==> src/rtl/lfm_pkg.sv <==
package lfm_pkg;
  localparam int DIGIT_W = 4;

  typedef enum logic [1:0] {TOP_IDLE, TOP_COUNT, TOP_FRQ, TOP_B2B} top_state_t;
  typedef enum logic [1:0] {PRD_IDLE, PRD_WAIT, PRD_COUNT, PRD_DONE} prd_state_t;
  typedef enum logic [1:0] {DIV_IDLE, DIV_OP, DIV_LAST, DIV_DONE} div_state_t;
  typedef enum logic [1:0] {CNV_IDLE, CNV_OP, CNV_DONE} cnv_state_t;
endpackage

==> src/rtl/lfm_period.sv <==
module lfm_period
  import lfm_pkg::*;
#(
  parameter int CYCLES_PER_MS = 50000,
  parameter int MS_W          = 10
) (
  input  logic            clk,
  input  logic            rst,
  input  logic            start_i,
  input  logic            sig_i,
  output logic            done_o,
  output logic [MS_W-1:0] ms_o
);
  localparam int TICK_W = $clog2(CYCLES_PER_MS + 1);
  localparam logic [TICK_W-1:0] TICK_LAST = TICK_W'(CYCLES_PER_MS - 1);

  prd_state_t        state_q;
  logic [TICK_W-1:0] tick_q;
  logic [MS_W-1:0]   ms_q;
  logic              sig_q;
  logic              rise;

  assign rise = sig_i & ~sig_q;

  always_ff @(posedge clk or posedge rst) begin
    if (rst) begin
      state_q <= PRD_IDLE;
      tick_q  <= '0;
      ms_q    <= '0;
      sig_q   <= 1'b0;
    end else begin
      sig_q <= sig_i;
      case (state_q)
        PRD_IDLE:  if (start_i) state_q <= PRD_WAIT;
        PRD_WAIT: begin
          if (rise) begin
            // the edge cycle itself is the first counted cycle
            tick_q  <= TICK_W'(1);
            ms_q    <= '0;
            state_q <= PRD_COUNT;
          end
        end
        PRD_COUNT: begin
          if (rise) begin
            state_q <= PRD_DONE;
          end else if (tick_q == TICK_LAST) begin
            tick_q <= '0;
            ms_q   <= ms_q + MS_W'(1);
          end else begin
            tick_q <= tick_q + TICK_W'(1);
          end
        end
        default:   state_q <= PRD_IDLE;
      endcase
    end
  end

  assign done_o = (state_q == PRD_DONE);
  assign ms_o   = ms_q;

  AST_TICK_IN_RANGE: assert property (@(posedge clk) disable iff (rst)
    tick_q <= TICK_LAST);
  AST_PRD_DONE_PULSE: assert property (@(posedge clk) disable iff (rst)
    done_o |=> !done_o);
endmodule

==> src/rtl/lfm_divider.sv <==
module lfm_divider
  import lfm_pkg::*;
#(
  parameter int W     = 20,
  parameter int OUT_W = 13
) (
  input  logic             clk,
  input  logic             rst,
  input  logic             start_i,
  input  logic [W-1:0]     dvnd_i,
  input  logic [W-1:0]     dvsr_i,
  output logic             done_o,
  output logic [OUT_W-1:0] quo_o
);
  localparam int CNT_W = $clog2(W + 1);

  div_state_t       state_q;
  logic [W-1:0]     rem_q;
  logic [W-1:0]     quo_q;
  logic [W-1:0]     dvsr_q;
  logic [CNT_W-1:0] left_q;

  logic [W:0]   trial;
  logic [W:0]   diff;
  logic         fits;
  logic [W-1:0] rem_nxt;

  always_comb begin
    trial   = {rem_q, quo_q[W-1]};
    diff    = trial - {1'b0, dvsr_q};
    fits    = (trial >= {1'b0, dvsr_q});
    rem_nxt = fits ? diff[W-1:0] : trial[W-1:0];
  end

  always_ff @(posedge clk or posedge rst) begin
    if (rst) begin
      state_q <= DIV_IDLE;
      rem_q   <= '0;
      quo_q   <= '0;
      dvsr_q  <= '0;
      left_q  <= '0;
    end else begin
      case (state_q)
        DIV_IDLE: begin
          if (start_i) begin
            rem_q   <= '0;
            quo_q   <= dvnd_i;
            dvsr_q  <= dvsr_i;
            left_q  <= CNT_W'(W - 1);
            state_q <= DIV_OP;
          end
        end
        DIV_OP: begin
          rem_q  <= rem_nxt;
          quo_q  <= {quo_q[W-2:0], fits};
          left_q <= left_q - CNT_W'(1);
          if (left_q == CNT_W'(1)) state_q <= DIV_LAST;
        end
        DIV_LAST: begin
          rem_q   <= rem_nxt;
          quo_q   <= {quo_q[W-2:0], fits};
          state_q <= DIV_DONE;
        end
        default: state_q <= DIV_IDLE;
      endcase
    end
  end

  assign done_o = (state_q == DIV_DONE);
  assign quo_o  = quo_q[OUT_W-1:0];

  AST_REM_BELOW_DIVISOR: assert property (@(posedge clk) disable iff (rst)
    (state_q != DIV_IDLE && dvsr_q != '0) |-> rem_q < dvsr_q);
  AST_DIV_DONE_PULSE: assert property (@(posedge clk) disable iff (rst)
    done_o |=> !done_o);
endmodule

==> src/rtl/lfm_bin2bcd.sv <==
module lfm_bin2bcd
  import lfm_pkg::*;
#(
  parameter int BIN_W  = 13,
  parameter int DIGITS = 4
) (
  input  logic                      clk,
  input  logic                      rst,
  input  logic                      start_i,
  input  logic [BIN_W-1:0]          bin_i,
  output logic                      done_o,
  output logic [DIGITS*DIGIT_W-1:0] bcd_o
);
  localparam int BCD_W = DIGITS * DIGIT_W;
  localparam int CNT_W = $clog2(BIN_W + 1);

  cnv_state_t       state_q;
  logic [BIN_W-1:0] bin_q;
  logic [BCD_W-1:0] bcd_q;
  logic [BCD_W-1:0] adj;
  logic [CNT_W-1:0] left_q;

  for (genvar g = 0; g < DIGITS; g++) begin : g_digit
    logic [DIGIT_W-1:0] dig;
    assign dig = bcd_q[g*DIGIT_W +: DIGIT_W];
    assign adj[g*DIGIT_W +: DIGIT_W] = (dig >= 4'd5) ? dig + 4'd3 : dig;

    AST_DIGIT_DECIMAL: assert property (@(posedge clk) disable iff (rst)
      dig <= 4'd9);
  end

  always_ff @(posedge clk or posedge rst) begin
    if (rst) begin
      state_q <= CNV_IDLE;
      bin_q   <= '0;
      bcd_q   <= '0;
      left_q  <= '0;
    end else begin
      case (state_q)
        CNV_IDLE: begin
          if (start_i) begin
            bin_q   <= bin_i;
            bcd_q   <= '0;
            left_q  <= CNT_W'(BIN_W);
            state_q <= CNV_OP;
          end
        end
        CNV_OP: begin
          bcd_q  <= {adj[BCD_W-2:0], bin_q[BIN_W-1]};
          bin_q  <= {bin_q[BIN_W-2:0], 1'b0};
          left_q <= left_q - CNT_W'(1);
          if (left_q == CNT_W'(1)) state_q <= CNV_DONE;
        end
        default: state_q <= CNV_IDLE;
      endcase
    end
  end

  assign done_o = (state_q == CNV_DONE);
  assign bcd_o  = bcd_q;
endmodule

==> src/rtl/lfm_meter.sv <==
module lfm_meter
  import lfm_pkg::*;
#(
  parameter int CYCLES_PER_MS = 50000,
  parameter int MS_W          = 10,
  parameter int DIV_W         = 20,
  parameter int DIVIDEND      = 100000,
  parameter int BIN_W         = 13,
  parameter int DIGITS        = 4
) (
  input  logic                      clk,
  input  logic                      rst,
  input  logic                      start,
  input  logic                      sig_in,
  output logic                      ready,
  output logic                      done_tick,
  output logic [DIGITS*DIGIT_W-1:0] bcd_o
);
  localparam int BCD_W = DIGITS * DIGIT_W;
  localparam logic [DIV_W-1:0] DVND = DIV_W'(DIVIDEND);

  top_state_t       state_q;
  logic             prd_go, div_go, cnv_go, finish;
  logic             prd_done, div_done, cnv_done;
  logic [MS_W-1:0]  period_ms;
  logic [BIN_W-1:0] freq_bin;
  logic [BCD_W-1:0] cnv_bcd;
  logic [BCD_W-1:0] result_q;
  logic             done_q;

  assign prd_go = (state_q == TOP_IDLE)  && start;
  assign div_go = (state_q == TOP_COUNT) && prd_done;
  assign cnv_go = (state_q == TOP_FRQ)   && div_done;
  assign finish = (state_q == TOP_B2B)   && cnv_done;

  always_ff @(posedge clk or posedge rst) begin
    if (rst) begin
      state_q  <= TOP_IDLE;
      result_q <= '0;
      done_q   <= 1'b0;
    end else begin
      done_q <= finish;
      if (finish) result_q <= cnv_bcd;
      case (state_q)
        TOP_IDLE:  if (prd_go) state_q <= TOP_COUNT;
        TOP_COUNT: if (div_go) state_q <= TOP_FRQ;
        TOP_FRQ:   if (cnv_go) state_q <= TOP_B2B;
        default:   if (finish) state_q <= TOP_IDLE;
      endcase
    end
  end

  lfm_period #(.CYCLES_PER_MS(CYCLES_PER_MS), .MS_W(MS_W)) u_period (
    .clk(clk), .rst(rst), .start_i(prd_go), .sig_i(sig_in),
    .done_o(prd_done), .ms_o(period_ms)
  );

  lfm_divider #(.W(DIV_W), .OUT_W(BIN_W)) u_divider (
    .clk(clk), .rst(rst), .start_i(div_go), .dvnd_i(DVND),
    .dvsr_i({{(DIV_W-MS_W){1'b0}}, period_ms}),
    .done_o(div_done), .quo_o(freq_bin)
  );

  lfm_bin2bcd #(.BIN_W(BIN_W), .DIGITS(DIGITS)) u_bin2bcd (
    .clk(clk), .rst(rst), .start_i(cnv_go), .bin_i(freq_bin),
    .done_o(cnv_done), .bcd_o(cnv_bcd)
  );

  assign ready     = (state_q == TOP_IDLE);
  assign done_tick = done_q;
  assign bcd_o     = result_q;

  AST_ONE_UNIT_DONE: assert property (@(posedge clk) disable iff (rst)
    $onehot0({prd_done, div_done, cnv_done}));
  AST_READY_DROPS: assert property (@(posedge clk) disable iff (rst)
    (ready && start) |=> !ready);
  AST_DONE_SINGLE: assert property (@(posedge clk) disable iff (rst)
    done_tick |=> !done_tick);
  AST_DONE_WHEN_READY: assert property (@(posedge clk) disable iff (rst)
    done_tick |-> ready);
  AST_RESULT_HOLDS: assert property (@(posedge clk) disable iff (rst)
    !done_tick |-> $stable(bcd_o));
endmodule

==> config.mk <==
export PLATFORM = sky130hd
export DESIGN_NAME = lfm_meter
export DESIGN_NICKNAME = d
export VERILOG_FILES = /design/src/rtl/lfm_pkg.sv /design/src/rtl/lfm_period.sv /design/src/rtl/lfm_divider.sv /design/src/rtl/lfm_bin2bcd.sv /design/src/rtl/lfm_meter.sv
export SDC_FILE = /design/constraint.sdc
export NUM_CORES = 1
export LEC_CHECK = 0
export BUFFER_PORTS_ARGS = -buffer_cell sky130_fd_sc_hd__buf_2
export CORE_UTILIZATION = 50
export DETAILED_ROUTE_END_ITERATION = 10
export PLACE_DENSITY_LB_ADDON = 0.12
export SLEW_MARGIN = 10
export SYNTH_ARGS = -nofsm -noshare
export SYNTH_HDL_FRONTEND = slang
export SYNTH_HIERARCHICAL = 1
export SYNTH_SLANG_ARGS = --single-unit
==> constraint.sdc <==
create_clock -name clk -period 7.8 [get_ports clk]
set_clock_uncertainty 0.1 [all_clocks]
set_input_delay 1.56 -clock clk [delete_from_list [all_inputs] [get_ports clk]]
set_output_delay 1.56 -clock clk [all_outputs]
set_load 0.005 [all_outputs]
---- Yosys cells after proc, flatten, opt, wreduce, memory -nomap -nowiden ----
Index checks and enable logic that the tools add are counted.
storage, ports and cells
  flip-flop bits (word level) ............. 140
  word-level logic and storage cells ...... 121
  bits of input ports ..................... 4
  output and inout port bits .............. 18
cells by class
  multiplexer cells ....................... 39
  $add $sub $neg .......................... 9
  bitwise logic cells ..................... 2
  magnitude comparators ................... 5
  reductions and logical operators ........ 24
  equal/unequal tests ..................... 26
operators with widths
  kind                     number
  $pmux W20 S2             2
  $mux W16                 4
  $pmux W16 S2             2
  $mux W20                 3
  $mux W10                 3
  $pmux W13 S2             1
  $ge A21 B10 Y1           1
  $mux W2                  10
  $pmux W10 S2             1
  $sub A20 B10 Y20         1
  $pmux W2 S3              3
  $add A16 B1 Y16 const B  1
  $eq A16 B16 Y1 const B   1
  $ge A4 B3 Y1 const B     4
  $mux W4                  4
  $eq A2 B2 Y1 const B     7
  $mux W13                 1
  $add A4 B2 Y4 const B    3
  $ne A2 B1 Y1 const B     6
  $ne A2 B2 Y1 const B     6
  $reduce_and A2 Y1        6
  $add A10 B1 Y10 const B  1
  $pmux W5 S2              1
  $eq A2 B1 Y1 const B     4
  other kinds (18)         29

---- Logic depth before layout (Yosys ltp) ----
Gate-level depths: netlist of the first run.
  depth after elaboration ................. 4
  mapped depth ............................ 12
  mapped depth without buffers ............ 9

---- Modules after synthesis ----
The synthesis of the first run kept the hierarchy.
by module, submodules not included
  module       cells an instance  area an instance (um^2)  instances  sequential area each (um^2)
  lfm_divider  499                4589.4                   1          1676.6
  lfm_bin2bcd  204                1956.9                   1          875.8
  lfm_period   169                1567.8                   1          725.7
  lfm_meter    61                 895.9                    1          475.5

---- Least setup slack after synthesis of the first run ----
No wires, ideal clock.
  path type ............................... in2reg
  start ................................... input port sig_in
  end ..................................... register u_period.tick_q[7]
  data required time ...................... 7.572 ns
  slack ................................... 4.892 ns
  arrival time ............................ 2.680 ns
  path buffers ............................ 2
  stages on the path ...................... 7
  setup time .............................. 0.128 ns
  cell sequence ........................... nor4bb_1 > clkbuf_1 > a21o_1 > clkbuf_1 > nand4_1 > xor2_1 > nor2_1
between the ends
  cells in the longest elaborated chain, start to end .. 3
  elaborated cells on any way between the ends .. 4
  those cells by class .................... eq/ne: 2; bitwise: 1; reduce/logical: 1
RTL lines
  what                                                    line              text
  start, declared                                         lfm_meter.sv:14   input logic sig_in,
  $and A1 B1 Y1 *                                         lfm_period.sv:23  assign rise = sig_i & ~sig_q;
  $ne A2 B2 Y1 (no line) or $ne A2 B1 Y1 (tied branches)  -
  $reduce_and A3 Y1 (no line) *                           -
  end signal, assigned                                    lfm_period.sv:50  tick_q <= tick_q + TICK_W'(1);
  end, declared                                           lfm_period.sv:18  logic [TICK_W-1:0] tick_q;
Mark *: on every way between the ends. The rest lies on a longest branch, timed or not.
A chain may end at the register's enable or synchronous reset.

---- Worst setup path in the final report of the first run ----
  start ................................... register u_divider.rem_q[11]
  end ..................................... register u_divider.rem_q[10]
between the ends
  cells in the longest elaborated chain, start to end .. 3
RTL lines
  what                    line               text
  start, declared         lfm_divider.sv:18  logic [W-1:0] rem_q;
  start signal, assigned  lfm_divider.sv:54  rem_q <= rem_nxt;
  start signal, assigned  lfm_divider.sv:60  rem_q <= rem_nxt;
  $ge A21 B10 Y1          lfm_divider.sv:31  fits = (trial >= {1'b0, dvsr_q});
  $mux W20                lfm_divider.sv:32  rem_nxt = fits ? diff[W-1:0] : trial[W-1:0];
  $pmux W20 S2            lfm_divider.sv:43  case (state_q)
No other way between the ends.

==> metrics, run 1 <==
fin crit period ~3200 ps; Storage cell area roughly 3800 µm²; vias in the first global route approximately 6300; final core utilization 0.561; CTS tree built; post-route ant nets 0; total gr overflow 0; total track usage 0.209; flop and latch count out of synthesis 150; Peak VDD IR roughly 0.19 mV; mean instance size in the synthesized netlist roughly 9.7 µm²; headroom to the max-slew limit 0.364; die area approximately 19000 µm²; Worst EP required roughly 8100 ps; Synth-to-Final Area Change 8.54%; Final GP Congestion approximately 0.86; dpl hpwl 12000 µm; clock insertion delay at the later pin of the skew report between 400 and 500 ps; layout cell share with drive strength beyond 1 0.133; CTS resizes 0; final setup violating endpoints 0; setup repair bufs after CTS 0; hold crit path type reg2reg; Inserted Clock Buffers 17; Row Count 48; f_max about 320 MHz; Crit Path Class reg2reg; Hold-fix buffers, CTS 0; routed vias around 6700; Via density 5.64; post-synth top area share 0.417; most frequent cell after synthesis dfrtp_1; Non-Filler Instances 1185; largest net degree at the start of global routing just under 70; first-pass GRT wire length between 30000 and 40000 µm; antenna violations before repair 0; outcome finished, final reports clean; P per Cell Area 343 nW/µm²; Critical Path Start Type flop; reg2reg path depth 8; sequential fraction of the synthesis area 0.417; yosys warns 6; Post-synth EDFFs 0; Cells after Synth just over 900; Final Routed Wirelength ~18000 µm; final slew viol count 0; Mapped Area between 9000 and 10000 µm²; Synth Flop Type dfrtp_1; Reg clk slew, reported paths 60 ps; drt wl/cell roughly 15 µm; Post-synth ARST share 1.00; Crit. End Element flop; CTS sink count 150; multi-input combinational cell area 4710 µm²; root buf cell clkbuf_16; RSZ-0062 raised after global routing no; filler cell count 1588; hold depth 2; Total Power 3.35 mW; Longest Clk Path Bufs 2; 1st-pass router iterations 5; TNS Setup 0 ps; ANT cells 0; Synth area leader dfrtp_1; Post-synth top cells dfrtp_1 (150), nand2_1 (116), inv_1 (64), nor2_1 (53), o21ai_0 (51); DRT iter0 DRCs 433; die height between 100 and 150 µm; DRC 0; P_leak between 4 and 5 nW; MaxCap Viol Count 0; Port-buffer cells 21; Placed Cells roughly 1200; Tcrit/Tclk final 0.406; chip width approximately 140 µm; io pins 22; final hold vios 0; Distinct cells, synth between 80 and 90; nets 999; Worst-Margin Slew 952 ps; synth top area cells dfrtp_1 (42%), ha_1 (6.5%), nand2_1 (4.8%), mux2_2 (3.6%), o21ai_0 (2.8%); Worst Path Arrival roughly 3400 ps; initial core utilization 0.517; maximum fanout along the worst path 23; core outline area about 17000 µm²; WHS 381 ps; H-tree Lvls 4
[critical path: stages (launching register included)]
cell	delay (ps)
dfrtp_1	400
ha_1	440
and3_1	280
and3_1	240
nand4_1	130
o211ai_1	120
buf_4	320
or2_1	780
a221o_1	290
[final cells by class]
| class | instances | share of cell area |
|---|---|---|
| multi-input cells | 684 | 0.482 |
| clock inverters | 15 | 0.0200 |
| repair buffers | 30 | 0.0177 |
| clock buffers | 17 | 0.0435 |
| inverters | 64 | 0.0246 |
| well taps | 225 | 0.0288 |
| flip-flops and latches | 150 | 0.384 |
[per-layer routing]
layer | track usage | wire length [µm] | up-vias
met1 | 0.280 | 8990 | 3242
met2 | 0.338 | 8590 | 97
li1 | - | - | 3333
met4 | 0.0630 | 183 | 0
met5 | 0 | 0 | -
met3 | 0.0414 | 601 | 13
[power by group]
| group | internal, mW | switching, mW | total (mW) |
|---|---|---|---|
| sequential | 0.974 | 0.154 | 1.13 |
| clock | 0.512 | 0.355 | 0.868 |
| combinational | 0.525 | 0.830 | 1.35 |
[registers in the layout, indices dropped and copies added (netlist names)]
signal and count:
u_bin2bcd/bcd_o 16, u_period/sig_q 1, u_period/state_q 2, u_divider/state_q 2, done_tick 1, u_bin2bcd/left_q 4, u_divider/rem_q 20, u_divider/left_q 5
u_bin2bcd/bin_q 13, bcd_o 16, u_bin2bcd/state_q 2, u_divider/quo_q 20, u_divider/dvsr_q 20, u_period/ms_o 10, u_period/tick_q 16, state_q 2
[path summary, 6_finish.rpt]
| path | from | end | slack [ps] |
|---|---|---|---|
| setup / recovery | u_divider/rem_q[11] | u_divider/rem_q[10] | 4630 |
| hold / removal | u_divider/quo_q[16] | u_divider/quo_q[16] | 380 |
| setup reg to reg | u_divider/rem_q[11] | u_divider/rem_q[10] | 4630 |
| hold reg to reg | u_divider/quo_q[16] | u_divider/quo_q[16] | 380 |
| max in group asynchronous | rst | u_divider/rem_q[19] | 5670 |
| min in group asynchronous | rst | u_period/tick_q[8] | 1150 |
[through the flow]
stage	setup WS [ps]	cell area (µm²)
final	4630	9780
after global placement	4710	9160
after CTS	4640	9780
after floorplan	4460	9110
after detailed placement	4640	9160
after global routing	4360	9780
[cell families (layout without fill, tap and decap cells)]
logic type               count (synthesis)  count (layout)  synth area share
AND/OR/NAND/NOR                        298             298             0.161
AO/OA/AOI/OAI                          223             223             0.182
flip-flops                             150             150             0.417
buffers and inverters                  127             126            0.0725
multiplexers                            61              61            0.0762
adder cells (fa/ha/maj)                 48              48            0.0675
XOR/XNOR                                24              24            0.0233
other                                    2              30          0.000834
[cells in the final DEF, fill, tap and decap left out, types with 9 or more instances in the layout]
cell         n
mux2i_1     24
o211ai_1    12
a31oi_1     22
buf_4        9
nand4_1     13
ha_1        47
o31ai_1     12
nor2b_1     12
nand2_1    116
a21oi_1     24
mux2_2      29
dfrtp_1    150
o21a_1      10
nor2_1      53
o21ai_0     51
xnor2_1     16
clkbuf_16   17
inv_1       63
nand3_1     23
conb_1      30
buf_2       21
nand2b_1    14
o2111ai_1   15
nor3_1      15
(Power assumes the default switching activity.)
==> run 2, diff against run 1 <==
--- a/config.mk
+++ b/config.mk
@@ -5,6 +5,7 @@
 export SDC_FILE = /design/constraint.sdc
 export NUM_CORES = 1
 export LEC_CHECK = 0
+export ABC_AREA = 1
 export BUFFER_PORTS_ARGS = -buffer_cell sky130_fd_sc_hd__buf_2
 export CORE_UTILIZATION = 50
 export DETAILED_ROUTE_END_ITERATION = 10
==> constraint.sdc (replaced) <==
create_clock -name clk -period 3.2 [get_ports clk]
set_clock_uncertainty 0.1 [all_clocks]
set_input_delay 0.64 -clock clk [delete_from_list [all_inputs] [get_ports clk]]
set_output_delay 0.64 -clock clk [all_outputs]
set_load 0.005 [all_outputs]
==> run 2 against run 1 <==
The flow now finishes with violations (design-rule violations). Clock-buffer cell count up 1. Synthesized area up 3.7%. Critical path depth up 2. Power rose to 2.7 times the previous value. Sequential share of layout area down 1.5 points. Worst hold slack worse by 200 ps. Global-route usage up 1.3 points. Combinational power rose to 3.2 times the previous value. Largest power group unchanged.
==> metrics, run 2 <==
first-pass GRT wire length 34900 µm (+14%); f_max 422 MHz (+34%); core outline area 18100 µm² (+4.2%); flop and latch count out of synthesis 150 (unchanged); multi-input combinational cell area 4670 µm² (-0.90%); vias in the first global route 7273 (+15%); commonest non-fill, non-tap cells in the layout nand2_1 (421), inv_1 (166), dfrtp_1 (150); Crit. Startpoint u_divider/rem_q[15]; Hold-fix buffers, CTS 0 (unchanged); Port-buffer cells 21 (unchanged); Post-synth ARST share 1.00 (unchanged); Worst Path Arrival 2560 ps (-870 ps); mean instance size in the synthesized netlist 7.34 µm² (-24%); WHS 181 ps (-201 ps); P per Cell Area 904 nW/µm² (+160%); worst path bufs/invs 1 (unchanged); R2R Setup Slk 830 ps (-3800 ps); Cells after Synth 1273 (+36%); RSZ-0062 raised after global routing no; failing checks design-rule violations; critical path depth 10 (+2); largest net degree at the start of global routing 50 (-26%); root buf cell clkbuf_16; chip width 139 µm (+1.8%); headroom to the max-slew limit 0.413 (+0.0497); TNS Setup 0 ps (unchanged); ANT cells 0 (unchanged); Final Routed Wirelength 19400 µm (+5.9%); final setup violating endpoints 0 (unchanged); delay-heaviest family, CP simple AND/OR/NAND/NOR gates; hold crit path type in2async; synth top area cells dfrtp_1 (40%), nand2_1 (17%), inv_1 (6.7%), ha_1 (6.3%), nand3_1 (5.9%); sequential fraction of the synthesis area 0.402 (-0.0149); final hold vios 0 (unchanged); Crit. End Element flop; Synth Flop Type dfrtp_1; antenna violations before repair 0 (unchanged); most common cell after layout, fill and taps aside nand2_1; Worst EP required 3390 ps (-4660 ps); H-tree Lvls 4 (unchanged); Final GP Congestion 0.913 (+6.0%); Critical Path Start Type flop; Critical Path End u_divider/rem_q[7]; yosys warns 6 (unchanged); reg2reg path depth 10 (+2); io pins 22 (unchanged); CTS sink count 150 (unchanged); Synth-to-Final Area Change 8.89%; dpl hpwl 13500 µm (+12%); Synth area leader dfrtp_1; post-synth top area share 0.402 (-0.0149); MaxCap Viol Count 0 (unchanged); clock insertion delay at the later pin of the skew report 430 ps (about the same); P_leak 5.39 nW (+21%); Mapped Area 9340 µm² (+3.7%); Crit Path Class reg2reg; initial core utilization 0.515 (-0.00242); r2r startpoint u_divider/rem_q[15]; Via density 5.00 (-11%); Tcrit/Tclk final 0.740 (+0.334); routed vias 7718 (+15%); maximum fanout along the worst path 21 (-8.7%); fin crit period 2370 ps (-801 ps); Reg clk slew, reported paths 70 ps (about the same); Inserted Clock Buffers 17 (unchanged); Post-synth EDFFs 0 (unchanged); Distinct cells, synth 44 (-48%); DRC 6 (+6); Critical Path, Cell by Cell ha_1 > nand2_1 > nor2_1 > inv_1 > nor2_1 > nand2_4 > nand2_4 > nand2_1 > nand3_1 > o21ai_1; Longest Clk Path Bufs 2 (unchanged); DRT iter0 DRCs 494 (+14%); outcome finished, violations left; Placed Cells 1513 (+31%); Row Count 49 (+2.1%); CTS tree built; most frequent cell after synthesis nand2_1; Non-Filler Instances 1545 (+30%); CTS resizes 0 (unchanged); Worst-Margin Slew 879 ps (-73.2 ps); Slowest-stage cell, CP dfrtp_1; nets 1355 (+36%); die height 139 µm (+1.8%); 1st-pass router iterations 8 (+3); reg2reg end u_divider/rem_q[7]; Post-synth top cells nand2_1 (421), inv_1 (167), dfrtp_1 (150), nand3_1 (110), nor2_1 (100); layout cell share with drive strength beyond 1 0.0912 (-0.0421); die area 19200 µm² (+3.7%); CP peak stage delay 400 ps (-380 ps); Peak VDD IR 0.490 mV (+160%); final slew viol count 0 (unchanged); total gr overflow 0 (unchanged); setup repair bufs after CTS 0 (unchanged); drt wl/cell 12.6 µm (-19%); total track usage 0.221 (+0.0128); post-route ant nets 0 (unchanged); largest registers u_divider/dvsr_q x20, u_divider/quo_q x20, u_divider/rem_q x20; filler cell count 1749 (+10%); Storage cell area 3750 µm² (unchanged)
[run 2: area by class of cell]
type,instances,area share
Multi-Input combinational cell,927,0.459
Sequential cell,150,0.369
Clock buffer,18,0.0432
Tap cell,229,0.0282
Timing Repair Buffer,32,0.0197
Clock inverter,14,0.0156
Inverter,175,0.0657
[run 2: power by group]
group / internal [mW] / switching (mW)
Combinational: 1.48 / 2.88
Clock: 1.12 / 0.887
Sequential: 2.45 / 0.371
[run 2: metal layers]
layer	global-route usage	vias up	routed length, µm
met2	0.363	115	8910
met4	0.0649	0	208
met3	0.0356	15	552
li1	-	4041	-
met1	0.303	3547	9780
met5	0	-	0
[run 2: logic make-up (layout without fill, tap and decap cells)]
logic type | count (synthesis) | count (layout) | synth area share
other | 2 | 30 | 0.000804
adder cells (fa/ha/maj) | 48 | 48 | 0.0651
buffers and inverters | 224 | 239 | 0.111
flip-flops | 150 | 150 | 0.402
XOR/XNOR | 12 | 12 | 0.0112
AO/OA/AOI/OAI | 132 | 132 | 0.0806
AND/OR/NAND/NOR | 705 | 705 | 0.330
[run 2: worst min-delay path by stage]
stage                                endpoint  depth (start not counted)
after floorplan                     bcd_o[15]                          2
after global placement     u_bin2bcd/bin_q[0]                          2
after detailed placement            bcd_o[13]                          2
after CTS                 u_divider/dvsr_q[2]                          2
after global routing      u_divider/dvsr_q[2]                          2
final                     u_divider/dvsr_q[2]                          2
[run 2: metrics by stage]
stage          area (µm²)  worst slack [ps]   util  total power, mW
2_1_floorplan        9450               777      -             6.47
3_3_place_gp         9580               916  0.528             7.15
3_5_place_dp         9580               860  0.528             7.20
4_1_cts             10200               832  0.561             9.27
5_1_grt             10200               629  0.561             10.1
6_report            10200               831  0.561             9.19
